**config.mk**
```make
export PLATFORM = sky130hd
export DESIGN_NAME = tesc_encoder
export DESIGN_NICKNAME = d
export VERILOG_FILES = /design/src/rtl/tesc_pkg.sv /design/src/rtl/tesc_classify.sv /design/src/rtl/tesc_csum.sv /design/src/rtl/tesc_seq.sv /design/src/rtl/tesc_encoder.sv
export SDC_FILE = /design/constraint.sdc
export NUM_CORES = 1
export LEC_CHECK = 0
export BUFFER_PORTS_ARGS = -buffer_cell sky130_fd_sc_hd__buf_2
export CORE_MARGIN = 1
export CORE_UTILIZATION = 45
export DETAILED_ROUTE_END_ITERATION = 8
export MAX_ROUTING_LAYER = met4
export PLACE_DENSITY = 0.74
export SLEW_MARGIN = 20
export SYNTH_ARGS = -nofsm -noshare
export SYNTH_HDL_FRONTEND = slang
export SYNTH_SLANG_ARGS = --single-unit
```
**constraint.sdc**
```tcl
create_clock -name clk -period 5.9 [get_ports clk]
set_input_delay 0.885 -clock clk [delete_from_list [all_inputs] [get_ports clk]]
set_output_delay 0.885 -clock clk [all_outputs]
set_load 0.005 [all_outputs]
```
**src/rtl/tesc_pkg.sv**
```systemverilog
package tesc_pkg;

  // Sequencer phases. The marker beat is sent from ST_PASS, so a
  // special word costs no extra bubble cycle.
  typedef enum logic [1:0] {
    ST_PASS = 2'd0,
    ST_CTRL = 2'd1,
    ST_DATA = 2'd2
  } tesc_state_e;

endpackage

```
**src/rtl/tesc_classify.sv**
```systemverilog
module tesc_classify #(
  parameter int              DATA_W   = 64,
  parameter logic [DATA_W-1:0] ESC_WORD = 64'hDEADBEEFFEEDCAFE
) (
  input  logic [DATA_W-1:0] data,
  input  logic              valid,
  input  logic              last,
  output logic              is_marker,
  output logic              needs_seq
);

  always_comb begin
    is_marker = (data == ESC_WORD);
    needs_seq = valid & (last | is_marker);
  end

endmodule

```
**src/rtl/tesc_csum.sv**
```systemverilog
module tesc_csum #(
  parameter int DATA_W = 64,
  parameter int SUM_W  = 32
) (
  input  logic              clk,
  input  logic              rst,
  input  logic              clear,
  input  logic              take,
  input  logic              last,
  input  logic [DATA_W-1:0] data,
  output logic [SUM_W-1:0]  sum
);

  localparam int NSEG = DATA_W / SUM_W;

  logic [SUM_W-1:0] part [NSEG+1];

  assign part[0] = sum;

  // Chain of adders, one per SUM_W-wide slice of the word.
  for (genvar g = 0; g < NSEG; g++) begin : g_seg
    assign part[g+1] = part[g] + data[g*SUM_W +: SUM_W];
  end

  always_ff @(posedge clk) begin
    if (rst || clear) begin
      sum <= '0;
    end else if (take) begin
      sum <= last ? '0 : part[NSEG];
    end
  end

endmodule

```
**src/rtl/tesc_seq.sv**
```systemverilog
module tesc_seq
  import tesc_pkg::*;
#(
  parameter int                DATA_W   = 64,
  parameter logic [DATA_W-1:0] ESC_WORD = 64'hDEADBEEFFEEDCAFE
) (
  input  logic                 clk,
  input  logic                 rst,
  input  logic                 clear,
  input  logic [DATA_W-1:0]    in_data,
  input  logic                 in_valid,
  input  logic                 in_last,
  input  logic                 needs_seq,
  input  logic [DATA_W/2-1:0]  sum,
  input  logic                 out_ready,
  output logic                 in_ready,
  output logic                 out_valid,
  output logic [DATA_W-1:0]    out_data,
  output tesc_state_e          state
);

  localparam int HALF_W = DATA_W / 2;

  tesc_state_e       state_nx;
  logic [DATA_W-1:0] hold_ctrl;
  logic              marker_go;

  // The marker beat transfers: capture the control word for the next beat.
  assign marker_go = (state == ST_PASS) && needs_seq && out_ready;

  always_ff @(posedge clk) begin
    if (rst || clear) begin
      state     <= ST_PASS;
      hold_ctrl <= '0;
    end else begin
      state <= state_nx;
      if (marker_go) begin
        if (in_last) begin
          hold_ctrl <= {sum, {(HALF_W-1){1'b0}}, 1'b1};
        end else begin
          hold_ctrl <= '0;
        end
      end
    end
  end

  always_comb begin
    state_nx  = state;
    in_ready  = 1'b0;
    out_valid = 1'b0;
    out_data  = in_data;
    unique case (state)
      ST_PASS: begin
        if (needs_seq) begin
          out_valid = 1'b1;
          out_data  = ESC_WORD;
          if (out_ready) state_nx = ST_CTRL;
        end else begin
          out_valid = in_valid;
          in_ready  = out_ready;
        end
      end
      ST_CTRL: begin
        out_valid = 1'b1;
        out_data  = hold_ctrl;
        if (out_ready) state_nx = ST_DATA;
      end
      ST_DATA: begin
        // The upstream still holds the special word, so the word on
        // in_data is its last copy.
        out_valid = in_valid;
        out_data  = in_data;
        in_ready  = out_ready;
        if (out_ready && in_valid) state_nx = ST_PASS;
      end
      default: state_nx = ST_PASS;
    endcase
  end

endmodule

```
**src/rtl/tesc_encoder.sv**
```systemverilog
module tesc_encoder
  import tesc_pkg::*;
#(
  parameter int                DATA_W   = 64,
  parameter logic [DATA_W-1:0] ESC_WORD = 64'hDEADBEEFFEEDCAFE
) (
  input  logic              clk,
  input  logic              rst,
  input  logic              clear,
  input  logic [DATA_W-1:0] in_data,
  input  logic              in_valid,
  input  logic              in_last,
  output logic              in_ready,
  output logic [DATA_W-1:0] out_data,
  output logic              out_valid,
  input  logic              out_ready
);

  localparam int HALF_W = DATA_W / 2;

  logic              is_marker;
  logic              needs_seq;
  logic [HALF_W-1:0] sum;
  logic              take;
  tesc_state_e       st;

  tesc_classify #(.DATA_W(DATA_W), .ESC_WORD(ESC_WORD)) u_class (
    .data      (in_data),
    .valid     (in_valid),
    .last      (in_last),
    .is_marker (is_marker),
    .needs_seq (needs_seq)
  );

  assign take = in_valid && in_ready;

  tesc_csum #(.DATA_W(DATA_W), .SUM_W(HALF_W)) u_sum (
    .clk   (clk),
    .rst   (rst),
    .clear (clear),
    .take  (take),
    .last  (in_last),
    .data  (in_data),
    .sum   (sum)
  );

  tesc_seq #(.DATA_W(DATA_W), .ESC_WORD(ESC_WORD)) u_seq (
    .clk       (clk),
    .rst       (rst),
    .clear     (clear),
    .in_data   (in_data),
    .in_valid  (in_valid),
    .in_last   (in_last),
    .needs_seq (needs_seq),
    .sum       (sum),
    .out_ready (out_ready),
    .in_ready  (in_ready),
    .out_valid (out_valid),
    .out_data  (out_data),
    .state     (st)
  );

endmodule

```
Yosys cells after proc, flatten, opt, wreduce, memory -nomap -nowiden --
Cells that the tools add are included.
Storage, ports and cells: register bits after elaboration 98, bits of input ports 70, word-level logic and storage cells 34
Cells by class: $add $sub $neg 2, equal/unequal tests 7, mux-type cells 13, bitwise logic cells 2, reductions and logical operators 7
Operator list (number):
- 64-bit 2-to-1 mux | 2
- 64-bit one-hot mux with 2 select lines | 1
- 32-bit adder | 2
- 64-bit == test (second input constant) | 1
- 32-bit 2-to-1 mux | 1
- 2-bit 2-to-1 mux | 4
- 2-bit one-hot mux with 3 select lines | 1
- 1-bit logical AND | 4
- 2-bit by 1-bit inequality test with 1-bit output (second input constant) | 2
- 2-bit inequality test (second input constant) | 2
- 4-bit AND reduction | 1
- 1-bit one-hot mux with 3 select lines | 1
- 2-bit by 1-bit == test with 1-bit output (second input constant) | 1
- 2-bit == test (second input constant) | 1
- 2-bit zero test | 1
- 1-bit 2-to-1 mux | 2
- 1-bit one-hot mux with 2 select lines | 1
- 1-bit AND | 1
- 1-bit logical OR | 1
- 1-bit OR | 1

Depth between registers and ports, before layout --
depth after elaboration 6, mapped depth 11

By module --
Synthesis repeated with hierarchy kept, for this count alone.
Second synthesis, totals: cells, all modules 687, area total of the unflattened synthesis 5500.3 sq um
Modules (own cells, without submodules):
- tesc_csum | instances 1, cells an instance 395, area an instance 3398.3 sq um, seq. area each 640.6 sq um
- tesc_seq | instances 1, cells an instance 269, area an instance 1921.8 sq um, seq. area each 700.7 sq um
- tesc_classify | instances 1, cells an instance 22, area an instance 173.9 sq um, seq. area each 0.0 sq um
- tesc_encoder | instances 1, cells an instance 1, area an instance 6.3 sq um, seq. area each 0.0 sq um

Worst setup path after synthesis --
Ideal clock, no wire load.
path type input -> output, from input port in_data[52], to output port out_data[46], arrival 2608 ps, required time 5015 ps, slack 2407 ps, stages on the path 7, path through or4b_1 -> nor4_2 -> a41oi_2 -> and2b_1 -> o21bai_1 -> clkbuf_1 -> a22o_1
On the way: word-level cells in the longest chain between the ends 5
Ends and longest elaborated chain:
- from (decl) | RTL line tesc_encoder.sv:10 | input logic [DATA_W-1:0] in_data,
- 64-bit == test | RTL line tesc_classify.sv:13 | is_marker = (data == ESC_WORD);
- 1-bit OR | RTL line tesc_classify.sv:14 | needs_seq = valid & (last | is_marker);
- 1-bit AND | RTL line tesc_classify.sv:14
- 64-bit 2-to-1 mux | RTL line tesc_seq.sv:54 | if (needs_seq) begin
- 64-bit one-hot mux with 2 select lines | RTL line tesc_seq.sv:52 | unique case (state)
- to (decl) | RTL line tesc_encoder.sv:14 | output logic [DATA_W-1:0] out_data,
No other way between the ends.

Worst setup path in the final report --
from input port in_data[12], to output port out_data[47]
Same word-level chain as after synthesis.

==> impl_metrics.yaml <==
worst_setup_path:
  crit_path_end_kind: "output port"
  cpMaxStageDelayCell: "nand2_2"
  path_common_cell: "buf_2"
  cp.required_ps: 5020
  critical_path_class: "input port to output port"
  arrival_ps: 3400
  critPathLaunchType: "input port"
  slowest_delay_ps: 590
  path_cells: "buf_2, or4bb_1, nor4_1, a41oi_2, nor2_2, nand2_2, nand3_1, buf_2"
  worstPathMaxFanout: 49
floorplanning:
  fp.coreArea_um2: 12100
  rows: 40
  die_area_um2: 13000
  initial_core_util: 0.466
  fp.dieW_um: 114
  die_y_um: 114
  ios: 136
placed_design:
  dp_hpwl_mm: 13.3
  io_buffers: 135
  dpl-instance-area_um2: 6370
  place_congestion: 0.928
pwr:
  seq_power_share: 0.316
  power.internal_mw: 0.956
  vdd_drop_max_uv: 110
  p_per_area_nw_per_um2: 218
  power_switching_mw: 0.496
  leakage_nw: 2.86
  power_frac_comb: 0.330
  pwr-share-clk: 0.353
  switching_share: 0.342
finish:
  utilization: 0.549
  n_fill_cell: 1197
  syn2layout_area_growth_pct: 17.8
  fin_area_um2: 6650
  antenna_cells: 0
  drive_above_1_share: 0.201
  nNetsFinal: 978
worst_hold_path:
  min_path_type: "flip-flop to flip-flop"
synth:
  netlist_instances: 740
  synth_top_flop_cell: "dfxtp_1"
  synthTopCellsByArea: "dfxtp_1 (24%), fa_1 (11%), nand2_1 (11%)"
  synth_seq_cells: 67
  synth_area_per_cell_um2: 7.63
  synth_top_area_frac: 0.237
  async_flop_share: 0
  yosys_warnings: 0
  synth_nets: 872
  syn_area_um2: 5650
  yosysSeqAreaShare: 0.237
  synth_top_cell_by_area: "dfxtp_1"
  synth_edf_count: 0
  synth_cell_type_count: 67
timing:
  relSlewSlack: 0.322
  rsz0062_at_grt: "false"
  tightest_slew_ps: 1010
  fin_tns_setup_ps: 0
  finalClockSkew_ps: 8.35
  final_max_slew_viol_count: 0
  period_minus_slack_ps: 4290
  setup_viol: 0
  finalHoldViolCount: 0
  min_period_over_period: 0.726
  fmax_ghz: 0.233
clock_tree:
  cts_max_level: 3
  clock_sink_count: 67
  cts_buffers: 9
  cts_resized: 0
  insertion_delay_ps: 330
  cts-root-buf: "clkbuf_16"
  clockBufferDepth: 2
  path_clk_slew_ps: 60
  cts_setup_buffers: 0
  cts_tree: "built"
  holdBufCountCts: 0
global_routing:
  grt.total_usage: 0.297
  grt_pass1_vias: 5489
  antenna_found_initial: 0
  overflow: 0
  grt_start_max_net_pins: 58
  grt_pass1_wl_mm: 29.0
drt:
  drcViolationCount: 0
  ant_nets: 0
  vias: 5909
  viasPerCell: 5.80
  drt-initial-drc-count: 526
  wl_per_cell_um: 17.8
  first_pass_iters: 5
  drt_wl_total_mm: 18.1
run_status:
  outcome: "complete, no violations"
flow_run:
  maxCapViolCount: 0
## flip-flops by register name (all words and copies together), names as in the netlist
name             flops
u_seq.state          2
u_sum.sum           32
u_seq.hold_ctrl     33
## Yosys cell counts (all sizes together), types with 9 or more instances
master / number
ha: 30
buf: 13
dfxtp: 67
a22o: 9
nand4b: 10
nor3: 13
nand3: 65
clkbuf: 32
a21o: 9
nand2: 167
o21ai: 29
nor2: 40
a21oi: 71
fa: 32
and2: 9
xnor2: 18
## cells in the final DEF (no fill, tap or decap), drive strengths merged, types with 9 or more instances in the layout
cell and instances:
a22o 9, fa 32, o21ai 29, a21o 9, nand4b 10, buf 140
nand2 167, xnor2 18, nor3 13, nor2 40, clkbuf 11, ha 30
nand3 65, dfxtp 67, a21oi 71, and2 9
## cells by family after synthesis
kind of cell	Yosys count	share of synthesized area
AND/OR/NAND/NOR	359	0.305
AO/OA/AOI/OAI	172	0.194
flip-flops	67	0.237
adder cells (fa/ha/maj)	62	0.180
buffers and inverters	53	0.0423
XOR/XNOR	26	0.0403
multiplexers	1	0.00177
## area by class of cell
class	instances	area (um^2)	share of cell area
inverter	8	30.0	0.00451
clock buffer	11	253	0.0380
sequential	67	1340	0.202
timing repair buffer	140	713	0.107
tap	168	210	0.0316
multi-input combinational	620	4080	0.613
clock inverter	5	27.5	0.00414
## routing by layer
metal  track usage  part of all wire  vias up
met4        0.0909             0.022        0
met3        0.0505             0.088       32
li1              -                 -     2838
met5             -                 0        -
met2         0.444              0.44      297
met1         0.411              0.45     2742
## power by group through the flow
stage / clock network (mW) / logic (mW) / registers (mW)
4_1_cts: 0.516 / 0.474 / 0.459
5_1_grt: 0.537 / 0.529 / 0.460
3_5_place_dp: 0 / 0.469 / 0.469
2_1_floorplan: 0 / 0.318 / 0.468
3_3_place_gp: 0 / 0.467 / 0.469
6_report: 0.513 / 0.480 / 0.459
## critical path, delay by kind of cell
family | cells | cell delay, ps
compound gates | 1 | 290
buf+inv | 2 | 260
simple gates | 5 | 1930
## final timing paths
kind / from / to / slack, ps / depth (start not counted)
max: in_data[12] / out_data[47] / 1610 / 8
min: u_seq.hold_ctrl[39] / u_seq.hold_ctrl[39] / 450 / 2
max reg2reg: u_sum.sum[1] / u_sum.sum[25] / 2550 / 11
min reg2reg: u_seq.hold_ctrl[39] / u_seq.hold_ctrl[39] / 450 / 2
## metrics by stage
| stage | setup slack, ps | total power, mW | cells | hold WS [ps] |
|---|---|---|---|---|
| floorplan | 2410 | 0.786 | 740 | 432 |
| finish | 1610 | 1.45 | 1019 | 453 |
| global placement | 1680 | 0.936 | 1003 | 440 |
| detailed placement | 1600 | 0.939 | 1003 | 444 |
| CTS | 1600 | 1.45 | 1019 | 453 |
| global route | 1460 | 1.53 | 1019 | 466 |
(Power assumes the default switching activity.)
